File: config.mk
export PLATFORM = sky130hd
export DESIGN_NAME = stat_flag_reg
export DESIGN_NICKNAME = d
export VERILOG_FILES = /design/src/rtl/stat_pkg.sv /design/src/rtl/stat_alu.sv /design/src/rtl/stat_arith_bits.sv /design/src/rtl/stat_pwr_bits.sv /design/src/rtl/stat_bank.sv /design/src/rtl/stat_flag_reg.sv
export SDC_FILE = /design/constraint.sdc
export NUM_CORES = 1
export LEC_CHECK = 0
export BUFFER_PORTS_ARGS = -buffer_cell sky130_fd_sc_hd__buf_2
export CORE_MARGIN = 8
export CORE_UTILIZATION = 48
export DETAILED_ROUTE_END_ITERATION = 10
export PLACE_DENSITY = 0.91
export SLEW_MARGIN = 20
export SYNTH_ARGS = -nofsm -noshare
export SYNTH_HDL_FRONTEND = slang
export SYNTH_SLANG_ARGS = --single-unit
File: constraint.sdc
create_clock -name clk_i -period 2.7 [get_ports clk_i]
set_clock_uncertainty 0.1 [all_clocks]
set_input_delay 0.135 -clock clk_i [delete_from_list [all_inputs] [get_ports clk_i]]
set_output_delay 0.135 -clock clk_i [all_outputs]
set_load 0.1 [all_outputs]
File: src/rtl/stat_pkg.sv
package stat_pkg;
  localparam int DW  = 8;
  localparam int NIB = DW / 2;
  localparam int NFL = 3;

  // bit positions inside the status word
  localparam int B_IRP = 7;
  localparam int B_RP1 = 6;
  localparam int B_RP0 = 5;
  localparam int B_TO  = 4;
  localparam int B_PD  = 3;
  localparam int B_Z   = 2;
  localparam int B_DC  = 1;
  localparam int B_C   = 0;

  typedef enum logic [2:0] {
    OP_ADD = 3'd0,
    OP_SUB = 3'd1,
    OP_AND = 3'd2,
    OP_IOR = 3'd3,
    OP_XOR = 3'd4,
    OP_RRF = 3'd5,
    OP_RLF = 3'd6,
    OP_CLR = 3'd7
  } op_e;
endpackage

File: src/rtl/stat_alu.sv
module stat_alu
  import stat_pkg::*;
(
  input  op_e             op_i,
  input  logic [DW-1:0]   a_i,
  input  logic [DW-1:0]   b_i,
  input  logic            c_i,
  output logic [DW-1:0]   res_o,
  output logic [NFL-1:0]  fl_o    // {z, dc, c}
);
  logic          sub;
  logic [DW-1:0] bx;
  logic [DW:0]   sum;
  logic          c_n;

  always_comb begin
    sub = (op_i == OP_SUB);
    bx  = sub ? ~b_i : b_i;
    sum = {1'b0, a_i} + {1'b0, bx} + {{DW{1'b0}}, sub};
    res_o = sum[DW-1:0];
    c_n   = sum[DW];
    unique case (op_i)
      OP_AND: res_o = a_i & b_i;
      OP_IOR: res_o = a_i | b_i;
      OP_XOR: res_o = a_i ^ b_i;
      OP_RRF: begin
        res_o = {c_i, a_i[DW-1:1]};
        c_n   = a_i[0];
      end
      OP_RLF: begin
        res_o = {a_i[DW-2:0], c_i};
        c_n   = a_i[DW-1];
      end
      OP_CLR: res_o = '0;
      default: ;
    endcase
    // carry into bit NIB equals carry out of the low nibble
    fl_o[B_DC] = a_i[NIB] ^ bx[NIB] ^ sum[NIB];
    fl_o[B_C]  = c_n;
    fl_o[B_Z]  = (res_o == '0);
  end

  always_comb begin
    if (op_i == OP_SUB)
      a_r4_sub_no_borrow: assert (fl_o[B_C] == (a_i >= b_i));
    if (op_i == OP_ADD)
      a_r3_add_carry: assert (fl_o[B_C] == (({1'b0, a_i} + {1'b0, b_i}) > {1'b0, {DW{1'b1}}}));
  end
endmodule

File: src/rtl/stat_arith_bits.sv
module stat_arith_bits
  import stat_pkg::*;
(
  input  logic            clk_i,
  input  logic            rst_ni,
  input  logic            wr_hit_i,
  input  logic [NFL-1:0]  wr_i,
  input  logic [NFL-1:0]  aff_i,
  input  logic [NFL-1:0]  calc_i,
  output logic [NFL-1:0]  q_o
);
  logic blk;
  assign blk = |aff_i;  // any affected flag blocks the whole write to the group

  for (genvar k = 0; k < NFL; k++) begin : g_bit
    logic bit_q;
    always_ff @(posedge clk_i or negedge rst_ni) begin
      if (!rst_ni)                 bit_q <= 1'b0;
      else if (aff_i[k])           bit_q <= calc_i[k];
      else if (wr_hit_i && !blk)   bit_q <= wr_i[k];
    end
    assign q_o[k] = bit_q;

    a_r6_blocked_hold: assert property (@(posedge clk_i) disable iff (!rst_ni)
      (blk && !aff_i[k]) |=> $stable(q_o[k]));
    a_r2_idle_hold: assert property (@(posedge clk_i) disable iff (!rst_ni)
      (!aff_i[k] && !wr_hit_i) |=> $stable(q_o[k]));
  end
endmodule

File: src/rtl/stat_pwr_bits.sv
module stat_pwr_bits (
  input  logic clk_i,
  input  logic rst_ni,
  input  logic wdt_to_i,
  input  logic sleep_i,
  input  logic clrwdt_i,
  output logic to_o,
  output logic pd_o
);
  always_ff @(posedge clk_i or negedge rst_ni) begin
    if (!rst_ni) begin
      to_o <= 1'b1;
      pd_o <= 1'b1;
    end else if (wdt_to_i) begin
      to_o <= 1'b0;
    end else if (sleep_i) begin
      to_o <= 1'b1;
      pd_o <= 1'b0;
    end else if (clrwdt_i) begin
      to_o <= 1'b1;
      pd_o <= 1'b1;
    end
  end

  a_r8_expiry: assert property (@(posedge clk_i) disable iff (!rst_ni)
    wdt_to_i |=> (!to_o && $stable(pd_o)));
  a_r8_sleep: assert property (@(posedge clk_i) disable iff (!rst_ni)
    (sleep_i && !wdt_to_i) |=> (to_o && !pd_o));
  a_r8_clear: assert property (@(posedge clk_i) disable iff (!rst_ni)
    (clrwdt_i && !sleep_i && !wdt_to_i) |=> (to_o && pd_o));
  a_r7_quiet_hold: assert property (@(posedge clk_i) disable iff (!rst_ni)
    (!clrwdt_i && !sleep_i && !wdt_to_i) |=> ($stable(to_o) && $stable(pd_o)));
endmodule

File: src/rtl/stat_bank.sv
module stat_bank #(
  parameter int DIR_AW = 7,
  parameter int IND_AW = 8
) (
  input  logic              clk_i,
  input  logic              rst_ni,
  input  logic              wr_hit_i,
  input  logic [2:0]        wr_i,       // {irp, rp1, rp0}
  input  logic [DIR_AW-1:0] dir_addr_i,
  input  logic [IND_AW-1:0] ind_addr_i,
  output logic [2:0]        bank_o,
  output logic [DIR_AW+1:0] dir_addr_o,
  output logic [IND_AW:0]   ind_addr_o
);
  always_ff @(posedge clk_i or negedge rst_ni) begin
    if (!rst_ni)       bank_o <= '0;
    else if (wr_hit_i) bank_o <= wr_i;
  end

  assign dir_addr_o = {bank_o[1:0], dir_addr_i};
  assign ind_addr_o = {bank_o[2], ind_addr_i};

  a_r1_bank_hold: assert property (@(posedge clk_i) disable iff (!rst_ni)
    !wr_hit_i |=> $stable(bank_o));
  a_r10_dir_page: assert property (@(posedge clk_i) disable iff (!rst_ni)
    wr_hit_i |=> (dir_addr_o[DIR_AW +: 2] == $past(wr_i[1:0])));
endmodule

File: src/rtl/stat_flag_reg.sv
module stat_flag_reg
  import stat_pkg::*;
#(
  parameter int DIR_AW = 7,
  parameter int IND_AW = 8
) (
  input  logic              clk_i,
  input  logic              rst_ni,
  input  logic              wr_hit_i,
  input  logic [7:0]        wr_data_i,
  input  logic              aff_z_i,
  input  logic              aff_dc_i,
  input  logic              aff_c_i,
  input  logic [2:0]        op_i,
  input  logic [7:0]        opa_i,
  input  logic [7:0]        opb_i,
  input  logic              wdt_to_i,
  input  logic              sleep_i,
  input  logic              clrwdt_i,
  input  logic [DIR_AW-1:0] dir_addr_i,
  input  logic [IND_AW-1:0] ind_addr_i,
  output logic [7:0]        res_o,
  output logic [7:0]        stat_o,
  output logic [DIR_AW+1:0] dir_addr_o,
  output logic [IND_AW:0]   ind_addr_o
);
  logic [NFL-1:0] aff, calc, fl_q;
  logic [2:0]     bank;
  logic           to_q, pd_q;
  logic           any_evt;

  assign aff     = {aff_z_i, aff_dc_i, aff_c_i};
  assign any_evt = wdt_to_i | sleep_i | clrwdt_i;

  stat_alu u_alu (
    .op_i  (op_e'(op_i)),
    .a_i   (opa_i),
    .b_i   (opb_i),
    .c_i   (fl_q[B_C]),
    .res_o (res_o),
    .fl_o  (calc)
  );

  stat_arith_bits u_arith (
    .clk_i    (clk_i),
    .rst_ni   (rst_ni),
    .wr_hit_i (wr_hit_i),
    .wr_i     (wr_data_i[NFL-1:0]),
    .aff_i    (aff),
    .calc_i   (calc),
    .q_o      (fl_q)
  );

  stat_pwr_bits u_pwr (
    .clk_i    (clk_i),
    .rst_ni   (rst_ni),
    .wdt_to_i (wdt_to_i),
    .sleep_i  (sleep_i),
    .clrwdt_i (clrwdt_i),
    .to_o     (to_q),
    .pd_o     (pd_q)
  );

  stat_bank #(.DIR_AW(DIR_AW), .IND_AW(IND_AW)) u_bank (
    .clk_i      (clk_i),
    .rst_ni     (rst_ni),
    .wr_hit_i   (wr_hit_i),
    .wr_i       (wr_data_i[B_IRP:B_RP0]),
    .dir_addr_i (dir_addr_i),
    .ind_addr_i (ind_addr_i),
    .bank_o     (bank),
    .dir_addr_o (dir_addr_o),
    .ind_addr_o (ind_addr_o)
  );

  assign stat_o = {bank, to_q, pd_q, fl_q};

  a_r7_to_unwritable: assert property (@(posedge clk_i) disable iff (!rst_ni)
    (wr_hit_i && !any_evt && (wr_data_i[B_TO] != stat_o[B_TO])) |=> $stable(stat_o[B_TO]));
  a_r7_pd_unwritable: assert property (@(posedge clk_i) disable iff (!rst_ni)
    (wr_hit_i && !any_evt && (wr_data_i[B_PD] != stat_o[B_PD])) |=> $stable(stat_o[B_PD]));
  a_r2_zero_flag: assert property (@(posedge clk_i) disable iff (!rst_ni)
    aff_z_i |=> (stat_o[B_Z] == ($past(res_o) == 8'h00)));
endmodule

After elaboration in Yosys (flattened, before gate mapping)
Cells that the tools add are included.
Widths: inputs -> output; s select.
- reduce and logical (&&, ||, !) cells: 10
- add/subtract/negate cells: 2
- bitwise gates (word level): 7
- multiplexer cells: 13
- eq/ne operators: 7
- operators with widths (kind ; number):
    $pmux 8 s6 ; 1
    $eq 3x3->1 const B ; 4
    $mux 1 ; 10
    $add 8x8->9 ; 1
    $add 9x1->9 ; 1
    $and 8x8->8 ; 1
    $logic_not 8->1 ; 1
    $mux 8 ; 1
    $not 8->8 ; 1
    $or 8x8->8 ; 1
    $reduce_bool 2->1 ; 4
    $xor 8x8->8 ; 1
    $eq 3x2->1 const B ; 2
    $eq 3x1->1 const B ; 1
    $reduce_bool 3->1 ; 1
    $reduce_or 3->1 ; 1
    $pmux 1 s2 ; 1
    $reduce_and 2->1 ; 1
    $xor 1x1->1 ; 2
    $logic_and 1x1->1 ; 1
    $logic_not 1->1 ; 1
    $not 1->1 ; 1
- flip-flop bits (word level): 8
- output and inout port bits: 34
- input bits: 51
- logic and storage cells: 45

Logic depth before layout (Yosys ltp)
- depth in word-level cells: 7
- depth in mapped cells: 12

Hierarchy
A second synthesis with hierarchy kept.
- cells, all modules: 214
- area total of the unflattened synthesis: 1722.9 um^2
- modules (own cells, without submodules) (module ; instances ; seq. area each (um^2) ; cells an instance ; area an instance (um^2)):
    stat_alu ; 1 ; 0.0 ; 165 ; 1181.1
    stat_bank ; 1 ; 75.1 ; 24 ; 244.0
    stat_arith_bits ; 1 ; 75.1 ; 16 ; 196.4
    stat_pwr_bits ; 1 ; 52.6 ; 7 ; 86.3
    stat_flag_reg ; 1 ; 0.0 ; 2 ; 15.0

Worst setup path after synthesis
Ideal clock, no wire load.
- kind: input to register
- start: in op_i[1]
- end: reg u_arith.g_bit[2].bit_q
- buffers on the path: 2
- data arrival time: 4252 ps
- required time: 2345 ps
- stages: 11
- slack: -1907 ps
- setup time: 255 ps
- cells stage by stage: buf_6 > nor3b_2 > buf_6 > xnor2_1 > ha_1 > a21oi_1 > a21oi_1 > o21ai_1 > mux2i_1 > a311oi_1 > o41ai_2
- word-level cells in the longest chain between the ends: 7
- elaborated cells between the ends (all ways): 13
- classes of those cells: add/sub (2); eq/ne (7); mux (3); reduce/logical (1)
- RTL lines (what ; RTL line ; source):
    from (decl) ; stat_flag_reg.sv:14 ; input logic [2:0] op_i,
    $eq 3x1->1 ; -- ;
    $mux 8 ; stat_alu.sv:18 ; bx = sub ? ~b_i : b_i;
    $add 8x8->9 ; stat_alu.sv:19 ; sum = {1'b0, a_i} + {1'b0, bx} + {{DW{1'b0}}, sub};
    $add 9x1->9 ; stat_alu.sv:19 ;
    $pmux 8 s6 (*) ; stat_alu.sv:22 ; unique case (op_i)
    net res_o[6] ; stat_flag_reg.sv:22 ; output logic [7:0] res_o,
    $logic_not 8->1 (*) ; stat_alu.sv:40 ; fl_o[B_Z] = (res_o == '0);
    $mux 1 (*) ; stat_arith_bits.sv:19 ; else if (aff_i[k]) bit_q <= calc_i[k];
    to (signal assigned) ; stat_arith_bits.sv:19 ;
    to (signal assigned) ; stat_arith_bits.sv:20 ; else if (wr_hit_i && !blk) bit_q <= wr_i[k];
    to (decl) ; stat_arith_bits.sv:16 ; logic bit_q;
Mark *: on every way through the listed nets, which the timed path passes. The rest lies on a longest branch.
A chain may end at the register's enable or synchronous reset.

Worst setup path after layout
- start: in op_i[2]
- end: out res_o[7]
- word-level cells in the longest chain between the ends: 5
- elaborated cells between the ends (all ways): 11
- classes of those cells: add/sub (2); eq/ne (7); mux (2)
- RTL lines (what ; RTL line):
    $eq 3x1->1 ; --
    $mux 8 ; stat_alu.sv:18
    $add 8x8->9 ; stat_alu.sv:19
    $add 9x1->9 ; stat_alu.sv:19
    $pmux 8 s6 (*) ; stat_alu.sv:22
    to (decl) ; stat_flag_reg.sv:22
Mark *: on every way between the ends. The rest lies on a longest branch, timed or not.

==> impl_metrics.toml <==
[cts]
cts-root-buf = "clkbuf_8"
cts.reportedPaths.clkPinSlew_ps = 40
clock_path_buffers = 2
clock_sink_count = 8
cts_inserted_buffers = 3
htree_levels = 1
cts_tree = "yes"
clk_latency_ps = 220

[floorplan]
dieHeight_um = 77.5
start_util_pct = 49.6
die_area_um2 = 6010
core_um2 = 3660
die_w_um = 77.5
num_rows = 22
io_pins = 85

[detailed_routing]
drc = 0
wl_met1_um = 1920
dr.pass1.iters = 4
vias = 1832
wl_met3_um = 400
met2_length_um = 2510
viasPerCell = 5.82
ant_nets = 0
drt_iter0_markers = 170
routed.top_layer = "met4"
finalWirelength_um = 4990
wl_per_cell_um = 15.8

[global_routing]
antenna_found_initial = 0
gr-total-overflow = 0
grt_max_degree = 30
grt_pass1_wl_um = 7960
grt_pass1_vias = 1819
grt_use_total_pct = 15.3

[cells_and_area]
drive_gt1_share_pct = 34.8
diodes = 0
final_nets = 344
finalInstanceArea_um2 = 2260
final_cell_count_no_fill = 315
syn2layout_area_growth_pct = 24.3
n_fill_cell = 308

[synth]
synth_ff_type = "dfrtp_1"
ys_top_cells_by_area = "ha_1 17%, buf_4 9.9%, dfrtp_1 8.3%"
syn_nets = 304
synth_top_area_cell = "ha_1"
synthCells = 228
synth-seq-area-share_pct = 11.2
synth-seq-cells = 8
synth.distinct_cells = 55
async_flop_share_pct = 100
synth_common_cells = "24 x buf_4, 24 x ha_1, 23 x inv_1"
synth_top_cell_area_share_pct = 16.5
yosys_warnings = 0
syn_area_um2 = 1820
synth_edf_count = 0
avgSynthCellArea_um2 = 7.96

[min_path]
min-delay-start = "wr_data_i[6]"
hold_path_class = "input port to flop"

[setup_path]
cp-end-kind = "output pin"
slowest_stage = "ha_1"
critPathLaunchType = "input port"
crit_type = "input port to output pin"
critPathTopFamily = "simple AND/OR/NAND/NOR gates"
crit_path_start = "op_i[2]"
cp_num_buf_inv = 3
cp_max_fo = 6
path_cells = "buf_8 -> nor3b_4 -> buf_6 -> xnor2_1 -> ha_1 -> and3_1 -> a221oi_1 -> a21oi_1 -> mux2i_1 -> nand2_1 -> buf_12"
arrival_ps = 2460
cp_data_required_time_ps = 2470
worstReg2RegStart = "u_arith.g_bit[0].bit_q"
critical-path-max-stage-delay_ps = 340

[timing]
rsz0062_at_grt = "true"
setup_viol = 0
slew_viol_final = 0
fmax_mhz = 372
finalCritPeriodShare_pct = 99.7
worst_pin_slew_ps = 566
relSlewSlack_pct = 62.2
finalHoldViolations = 0
fin_crit_ps = 2690

[power]
power.leakage_nw = 1.09
ir_worst_vdd_mv = 0.170
power_density_nw_per_um2 = 446

[placed_design]
dpl_cell_area_um2 = 2140
hpwl_um = 3950
gp_congestion = 0.857
portBuffers = 52
dp.cells = 307

[run_status]
status = "completed"

[job]
max_cap_violations = 0
layout make-up:
class	count	area, µm²	share of cell area [%]
Tap cell	48	60.1	2.66
Inverter	23	86.3	3.83
Timing Repair Buffer	68	517	22.9
Clock buffer	4	45.0	2.00
Multi-Input combinational cell	164	1350	59.6
Sequential cell	8	203	8.99
report_power, final:
group / switching, mW / internal, mW
logic: 0.472 / 0.241
clock network: 0.0456 / 0.102
registers: 0.00960 / 0.135
total: 0.527 / 0.479
state kept, by name, summed over array words and instances (netlist names):
signal and count:
u_bank.bank_o 3, u_pwr.pd_o 1, u_arith.g_bit.bit_q 3, u_pwr.to_o 1
per-layer routing:
layer	global-route usage [%]	up-vias
li1	-	872
met1	16.3	841
met4	5.85	0
met5	0	-
met3	4.03	20
met2	28.1	99
layout by cell type (no fill, tap or decap), drive strengths merged, types with 2 or more instances in the layout:
cell type    Yosys  routed
buf             33      65
ha              24      24
a21oi           24      24
inv             23      23
nand2           11      11
nor2            10      10
o21ai           10      10
mux2             8       8
mux2i            7       7
xnor2            7       7
dfrtp            6       6
nand2b           5       5
a31oi            5       5
nand3            5       5
nor2b            4       4
a211oi           4       4
clkbuf           0       4
a211o            3       3
dlygate4sd3      0       3
and3             2       2
a221o            2       2
a221oi           2       2
nor3             2       2
xor2             2       2
dfstp            2       2
nor3b            2       2
a311oi           2       2
a21boi           2       2
worst paths after layout:
path	endpoint	slack, ps	cells past startpoint
worst max register to register	u_arith.g_bit[2].bit_q	1090	5
max in group asynchronous	u_pwr.pd_o	2060	2
worst min register to register	u_bank.bank_o[1]	420	1
worst max-delay path	res_o[7]	8	11
worst min-delay path	u_bank.bank_o[1]	50	2
min in group asynchronous	u_bank.bank_o[2]	200	2
cells by family (layout without fill, tap and decap cells):
family	count (synthesis)	after routing	synth area share (%)
and+or+nand+nor	49	49	15.1
xor gates and xnor gates	9	9	4.34
adders and majority gates	25	25	17.6
AOI/OAI and AO/OA	66	66	24.9
buffers and inverters	56	95	17.8
DFF	8	8	11.2
muxes	15	15	9.03
repair_timing:
item,in CTS,in global routing
resized for setup,1,9
hold buffers,3,0
setup buffers,0,1
hold endpoints to repair,10,0
pin swaps,0,2
endpoints found under the setup margin,2,3
per-stage QoR:
step                setup TNS, ps  power, mW  setup slack [ps]  utilization, %  hold slack (ps)
global route                -81.2       1.06             -45.2            61.6             55.4
finish                          0       1.01              8.38            61.6             48.6
global placement                0      0.824              55.8            58.4             -123
detailed placement          -51.1      0.840             -35.7            58.4             -120
CTS                             0      0.992              5.79            60.6             48.6
floorplan                    -660      0.770              -359               -             -261
Power figures use the tool's default switching activity.
